===== src/rtl/clkctl_pkg.sv =====
package clkctl_pkg;

    localparam int FIELD_W = 4;
    localparam int CPU_CW  = 7;
    localparam int USB_CW  = 1;
    localparam int ITMR_CW = 2;

    typedef enum logic [1:0] {
        OUT_EXT = 2'd0,
        OUT_O24 = 2'd1,
        OUT_O32 = 2'd2,
        OUT_CPU = 2'd3
    } out_sel_e;

    typedef struct packed {
        logic [2:0] div;
        logic       src;
    } cpu_cfg_t;

    typedef struct packed {
        logic half;
        logic src;
    } usb_cfg_t;

    typedef struct packed {
        logic [1:0] pre;
        logic [1:0] src;
    } itmr_cfg_t;

    typedef struct packed {
        out_sel_e   out;
        logic [1:0] cap;
    } misc_cfg_t;

    localparam cpu_cfg_t  CPU_RST  = '{div: 3'd0, src: 1'b1};
    localparam usb_cfg_t  USB_RST  = '{half: 1'b1, src: 1'b1};
    localparam itmr_cfg_t ITMR_RST = '{pre: 2'd0, src: 2'd1};
    localparam misc_cfg_t MISC_RST = '{out: OUT_CPU, cap: 2'd1};

    // Terminal count for the CPU divider: 2^n - 1, where codes 6 and 7 select n = 7
    function automatic logic [CPU_CW-1:0] cpu_limit(input logic [2:0] code);
        logic [CPU_CW:0] one_hot;
        logic [2:0]      n;
        n       = (code >= 3'd6) ? 3'd7 : code;
        one_hot = (CPU_CW+1)'(1) << n;
        return CPU_CW'(one_hot - (CPU_CW+1)'(1));
    endfunction

endpackage


===== src/rtl/clkctl_regs.sv =====
module clkctl_regs
    import clkctl_pkg::*;
#(
    parameter int DATA_W = 8,
    parameter int ADDR_W = 2
) (
    input  logic              clk,
    input  logic              rst,
    input  logic              wr_en,
    input  logic [ADDR_W-1:0] addr,
    input  logic [DATA_W-1:0] wdata,
    output logic [DATA_W-1:0] rdata,
    output cpu_cfg_t          cpu_o,
    output usb_cfg_t          usb_o,
    output itmr_cfg_t         itmr_o,
    output misc_cfg_t         misc_o
);

    cpu_cfg_t  cpu_q;
    usb_cfg_t  usb_q;
    itmr_cfg_t itmr_q;
    misc_cfg_t misc_q;
    logic      unused_hi;

    assign unused_hi = ^wdata[DATA_W-1:FIELD_W];

    always_ff @(posedge clk) begin
        if (rst) begin
            cpu_q  <= CPU_RST;
            usb_q  <= USB_RST;
            itmr_q <= ITMR_RST;
            misc_q <= MISC_RST;
        end else if (wr_en) begin
            case (addr)
                ADDR_W'(0): cpu_q  <= cpu_cfg_t'(wdata[3:0]);
                ADDR_W'(1): usb_q  <= usb_cfg_t'(wdata[1:0]);
                ADDR_W'(2): itmr_q <= itmr_cfg_t'(wdata[3:0]);
                ADDR_W'(3): misc_q <= misc_cfg_t'(wdata[3:0]);
                default: ;
            endcase
        end
    end

    always_comb begin
        case (addr)
            ADDR_W'(0): rdata = DATA_W'(cpu_q);
            ADDR_W'(1): rdata = DATA_W'(usb_q);
            ADDR_W'(2): rdata = DATA_W'(itmr_q);
            ADDR_W'(3): rdata = DATA_W'(misc_q);
            default:    rdata = '0;
        endcase
    end

    assign cpu_o  = cpu_q;
    assign usb_o  = usb_q;
    assign itmr_o = itmr_q;
    assign misc_o = misc_q;


    regs_cpu_wr_chk: assert property (@(posedge clk) disable iff (rst)
        (wr_en && addr == ADDR_W'(0)) |=> (cpu_q == cpu_cfg_t'($past(wdata[3:0]))));

endmodule


===== src/rtl/clkctl_div.sv =====
module clkctl_div #(
    parameter int             NSRC    = 2,
    parameter int             SW      = 1,
    parameter int             CW      = 1,
    parameter logic [SW-1:0]  RST_SEL = '0,
    parameter logic [CW-1:0]  RST_LIM = '0
) (
    input  logic            clk,
    input  logic            rst,
    input  logic [NSRC-1:0] src_i,
    input  logic [SW-1:0]   sel_next,
    input  logic [CW-1:0]   lim_next,
    output logic            pulse_o,
    output logic            level_o
);

    logic [SW-1:0] sel_q;
    logic [CW-1:0] lim_q;
    logic [CW-1:0] cnt_q;
    logic [CW:0]   half;
    logic          tick;
    logic          wrap;

    assign tick = src_i[sel_q];
    assign wrap = tick && (cnt_q == lim_q);

    // Pending settings are adopted only when the running period closes
    always_ff @(posedge clk) begin
        if (rst) begin
            sel_q <= RST_SEL;
            lim_q <= RST_LIM;
            cnt_q <= '0;
        end else if (wrap) begin
            sel_q <= sel_next;
            lim_q <= lim_next;
            cnt_q <= '0;
        end else if (tick) begin
            cnt_q <= cnt_q + CW'(1);
        end
    end

    assign half    = ({1'b0, lim_q} + (CW+1)'(1)) >> 1;
    assign pulse_o = wrap;
    assign level_o = ({1'b0, cnt_q} < half);


    cnt_bound_chk: assert property (@(posedge clk) disable iff (rst)
        cnt_q <= lim_q);


    cnt_clear_chk: assert property (@(posedge clk) disable iff (rst)
        pulse_o |=> (cnt_q == '0));


    cfg_hold_chk: assert property (@(posedge clk) disable iff (rst)
        (lim_q != $past(lim_q) || sel_q != $past(sel_q)) |-> $past(pulse_o));

endmodule


===== src/rtl/clkctl_top.sv =====
module clkctl_top
    import clkctl_pkg::*;
#(
    parameter int DATA_W = 8,
    parameter int ADDR_W = 2
) (
    input  logic              clk,
    input  logic              rst,
    input  logic              ext_tick,
    input  logic              osc24_tick,
    input  logic              osc32_tick,
    input  logic              wr_en,
    input  logic [ADDR_W-1:0] addr,
    input  logic [DATA_W-1:0] wdata,
    output logic [DATA_W-1:0] rdata,
    output logic              cpu_en,
    output logic              cpu_clk,
    output logic              usb_en,
    output logic              usb_clk,
    output logic              itmr_en,
    output logic              itmr_clk,
    output logic              cap_en,
    output logic              clkout_en
);

    cpu_cfg_t  cpu_cfg;
    usb_cfg_t  usb_cfg;
    itmr_cfg_t itmr_cfg;
    misc_cfg_t misc_cfg;
    logic      cap_lvl_unused;

    clkctl_regs #(.DATA_W(DATA_W), .ADDR_W(ADDR_W)) u_regs (
        .clk    (clk),
        .rst    (rst),
        .wr_en  (wr_en),
        .addr   (addr),
        .wdata  (wdata),
        .rdata  (rdata),
        .cpu_o  (cpu_cfg),
        .usb_o  (usb_cfg),
        .itmr_o (itmr_cfg),
        .misc_o (misc_cfg)
    );

    clkctl_div #(
        .NSRC(2), .SW(1), .CW(CPU_CW),
        .RST_SEL(CPU_RST.src), .RST_LIM(CPU_CW'(0))
    ) u_cpu (
        .clk      (clk),
        .rst      (rst),
        .src_i    ({osc24_tick, ext_tick}),
        .sel_next (cpu_cfg.src),
        .lim_next (cpu_limit(cpu_cfg.div)),
        .pulse_o  (cpu_en),
        .level_o  (cpu_clk)
    );

    clkctl_div #(
        .NSRC(2), .SW(1), .CW(USB_CW),
        .RST_SEL(USB_RST.src), .RST_LIM(USB_RST.half)
    ) u_usb (
        .clk      (clk),
        .rst      (rst),
        .src_i    ({osc24_tick, ext_tick}),
        .sel_next (usb_cfg.src),
        .lim_next (usb_cfg.half),
        .pulse_o  (usb_en),
        .level_o  (usb_clk)
    );

    clkctl_div #(
        .NSRC(4), .SW(2), .CW(1),
        .RST_SEL(MISC_RST.cap), .RST_LIM(1'b0)
    ) u_cap (
        .clk      (clk),
        .rst      (rst),
        .src_i    ({osc32_tick, osc32_tick, osc24_tick, ext_tick}),
        .sel_next (misc_cfg.cap),
        .lim_next (1'b0),
        .pulse_o  (cap_en),
        .level_o  (cap_lvl_unused)
    );

    clkctl_div #(
        .NSRC(4), .SW(2), .CW(ITMR_CW),
        .RST_SEL(ITMR_RST.src), .RST_LIM(ITMR_RST.pre)
    ) u_itmr (
        .clk      (clk),
        .rst      (rst),
        .src_i    ({cap_en, osc32_tick, osc24_tick, ext_tick}),
        .sel_next (itmr_cfg.src),
        .lim_next (itmr_cfg.pre),
        .pulse_o  (itmr_en),
        .level_o  (itmr_clk)
    );

    always_comb begin
        case (misc_cfg.out)
            OUT_EXT: clkout_en = ext_tick;
            OUT_O24: clkout_en = osc24_tick;
            OUT_O32: clkout_en = osc32_tick;
            default: clkout_en = cpu_en;
        endcase
    end


    cap_src_chk: assert property (@(posedge clk) disable iff (rst)
        cap_en |-> (ext_tick || osc24_tick || osc32_tick));

endmodule


===== config.mk =====
export PLATFORM = sky130hd
export DESIGN_NAME = clkctl_top
export DESIGN_NICKNAME = d
export VERILOG_FILES = /design/src/rtl/clkctl_pkg.sv /design/src/rtl/clkctl_regs.sv /design/src/rtl/clkctl_div.sv /design/src/rtl/clkctl_top.sv
export SDC_FILE = /design/constraint.sdc
export NUM_CORES = 1
export LEC_CHECK = 0
export ABC_AREA = 1
export BUFFER_PORTS_ARGS = -buffer_cell sky130_fd_sc_hd__buf_2
export CAP_MARGIN = 25
export CORE_ASPECT_RATIO = 0.7
export CORE_MARGIN = 1.5
export CORE_UTILIZATION = 61
export CTS_CLUSTER_SIZE = 40
export DETAILED_ROUTE_END_ITERATION = 10
export PLACE_DENSITY_LB_ADDON = 0.1
export SYNTH_ARGS = -nofsm -noshare
export SYNTH_HDL_FRONTEND = slang
export SYNTH_SLANG_ARGS = --single-unit

===== constraint.sdc =====
create_clock -name clk -period 2.8 [get_ports clk]
set_clock_uncertainty 0.15 [all_clocks]
set_input_delay 0 -clock clk [delete_from_list [all_inputs] [get_ports clk]]
set_output_delay 0 -clock clk [all_outputs]
set_load 0.03 [all_outputs]

==> metrics <==
run status=completed; final setup TNS=0 ns; Initial Utilization=63.8%; Worst Setup End Kind=primary output; Post-DP Area=0.00240 mm²; first-pass GRT wire length=8050 µm; crit path capture=cpu_clk; largest net degree at the start of global routing=27; fin. max-slew vios=0; Final Core Density=74.5%; R2R setup slack=1.14 ns; Sw Share=42.6%; Multi-input gate area=0.00123 mm²; Synth async-reset ratio=0%; Crit path top cell by count=ha_1; core area=0.00354 mm²; DIE WIDTH=75.7 µm; storage element area=821 µm²; DIE AREA=0.00408 mm²; WP depth=9; diodes inserted=0; Final Instance Area=0.00264 mm²; Hold Crit Class=in2reg; peak supply drop=0.611 mV; FMAX=431 MHz; flops & latches, synth=41; Top Family by Delay on Critical Path=adder cells; predominant post-synthesis flop cell=dfxtp_1; reg2reg start=u_cpu.cnt_q[5]; gr usage total=26.9%; R2R depth=6; worst path bufs/invs=1; Setup-failing EPs final=0; DR DRC count=0; fin crit share=82.9%; antenna-violating nets left=0; number of synthesized flops with an enable pin=0; Root Driver=clkbuf_8; initial antenna violation count=0; top-area cell type share of the netlist area=36.4%; Tmin final=2.32 ns; Worst-Skew Late Latency=0.29 ns; CTS Buffer Depth=2; Detailed Route Iter0 Violations=258; Sink Count=41; vias in the first global route=1,770; TritonCTS clock tree=built; DRT Wirelength=5080 µm; WP data arrival=2.17 ns; htree depth=2; Slew headroom=46.9%; WL per Instance=12.6 µm; worst path cell trace=ha_1 -> nand3_1 -> nand3b_1 -> xor2_1 -> ha_1 -> nand2_1 -> o21ai_0 -> a21oi_1 -> buf_2; nets@finish=379; detailed placement HPWL=3620 µm; Pwr Density=777 mW/mm²; Mapped Cells=313; cell area after synthesis=0.00226 mm²; crit-path max cell delay=0.40 ns; GRT Residual Overflow=0; Yosys Warn Count=0; max cap viols=0; DR vias/cell=5.23; share of cells above drive strength 1=11.3%; Final Hold Vio Count=0; Max FO, Critical Path=5; critical path type=reg2out; die height=53.9 µm; Worst Tran Pin Value=0.796 ns; top cells by area, synth=dfxtp_1 36%, nand2_1 11%, inv_1 6.8%; critical path data required time=2.65 ns; row count=18; via count=2,106; Worst-path clk slew=0.08 ns; Ports=32; switching power=871 µW; Setup crit start=u_cpu.lim_q[1]; Area Overhead vs Synth=16.7%; slowest CP cell=dfxtp_1; sequential power share=36.7%; total power=2.05 mW; power share of the combinational group=42.8%; DRT Pass-1 Iters=5; RSZ-0062 raised after global routing=false; mean area per synthesized cell=7.21 µm²; CTS Buf Count=5; FILL cells=314; Pleak=1.25 nW; Clk pwr share=20.5%; Critical Path Start Type=register; sequential element share of the synthesized area=36.4%; Yosys top cell by area=dfxtp_1; Cell Int Power=1.18 mW; FF-to-FF End=u_cpu.lim_q[0]; IO Port Bufs=23; Setup Fix Bufs, Post-CTS=0; RD Place Congestion=0.907; Netlist cell types=35
[layer usage]
layer | part of all wire, % | vias to the layer above | wire [µm] | global-route usage [%]
met5 | 0 | - | 0 | 0
met4 | 0.91 | 0 | 46 | 8.04
met3 | 6.6 | 5 | 336 | 5.06
met2 | 42 | 60 | 2150 | 39.9
met1 | 50 | 941 | 2550 | 39.5
li1 | - | 1100 | - | -
[worst min path at each step]
stage,to,cells after the start,startpoint,slack [ns]
3_3_place_gp,u_regs.misc_o[2],3,wdata[2],0.11
4_1_cts,u_regs.misc_o[3],4,addr[1],0.009
2_1_floorplan,u_regs.usb_o[0],2,wdata[0],-0.04
6_report,u_regs.misc_o[3],4,addr[1],0.02
3_5_place_dp,u_regs.misc_o[2],3,wdata[2],0.11
5_1_grt,u_usb.cnt_q,4,osc24_tick,0.05
[worst reg2reg max path, delay by kind of cell, from the launching register on]
family | cells | cell delay, ns
xor gates and xnor gates | 1 | 0.15
DFF | 1 | 0.43
AOI/OAI and AO/OA | 1 | 0.08
and+or+nand+nor | 4 | 0.73
[cells in the final DEF, fill, tap and decap left out]
cell type / count
o221ai_1: 2
o21ai_4: 1
inv_1: 41
nor2_1: 26
nand2_4: 2
nand2_1: 68
a221oi_1: 1
inv_2: 1
inv_4: 1
dfxtp_1: 41
a21oi_1: 29
and3_1: 1
nor3_4: 1
conb_1: 4
nor3_1: 3
xor2_1: 11
o211ai_1: 1
xnor2_1: 5
clkinv_2: 1
nand4_1: 6
or2_0: 1
o21ai_1: 3
nand3_2: 1
nand3_1: 26
clkinv_4: 1
buf_2: 23
a311oi_1: 1
o2111ai_1: 1
o2bb2ai_1: 1
a211oi_1: 2
nand3b_1: 4
o21ai_0: 11
nand2_2: 1
clkbuf_8: 7
dlygate4sd3_1: 13
ha_1: 11
[power groups by stage]
stage                     logic (mW)  clock network (mW)  registers [mW]
after global placement         0.841                   0           0.759
final                          0.876               0.420           0.751
after CTS                      0.871               0.433           0.748
after global routing           0.976               0.456           0.763
after floorplan                0.687                   0           0.741
after detailed placement       0.855                   0           0.762
[per-stage QoR]
stage	hold slack (ns)	worst slack (ns)	instances
floorplan	-0.0368	0.775	316
global placement	0.110	0.881	382
detailed placement	0.107	0.806	382
CTS	0.00891	0.472	403
global route	0.0519	0.315	403
finish	0.0173	0.478	403
[logic make-up (layout without fill, tap and decap cells)]
kind of cell / Yosys count / in the layout / synth area share [%]
and+or+nand+nor: 140 / 140 / 28.0
AOI/OAI and AO/OA: 53 / 53 / 13.6
DFF: 41 / 41 / 36.4
xor gates and xnor gates: 16 / 16 / 6.21
buffers and inverters: 51 / 88 / 9.53
other: 1 / 4 / 0.166
adders and majority gates: 11 / 11 / 6.10
[final cells by class]
cell class,count,area share (%)
inverter,44,6.55
tap,50,2.37
clock buffer,7,3.66
timing repair buffer,36,9.31
multi-input combinational,224,46.8
clock inverter,1,0.190
sequential,41,31.1
[sequential cells by signal, summed over array words and instances, names as in the netlist]
signal,cells
u_regs.usb_o,2
u_itmr.lim_q,2
u_cpu.sel_q,1
u_cap.sel_q,2
u_regs.itmr_o,4
u_regs.misc_o,4
u_itmr.cnt_q,2
u_usb.lim_q,1
u_itmr.sel_q,2
u_regs.cpu_o,4
u_cpu.cnt_q,7
u_cpu.lim_q,7
u_usb.sel_q,1
u_usb.cnt_q,1
u_cap.cnt_q,1
[timing repair]
item	in CTS	in global routing
hold buffers	13	0
resized for setup	0	0
endpoints found under the hold margin	22	0
[synthesized netlist by cell type (3+ instances only)]
cell type  instances
dfxtp_1           41
ha_1              11
xor2_1            11
a21oi_1           29
nand2_1           68
nor3_1             3
nand4_1            6
inv_1             41
nand3_1           26
o21ai_0           11
nand3b_1           4
buf_4              4
xnor2_1            5
o21ai_1            3
nor2_1            26
Power figures use the tool's default switching activity.
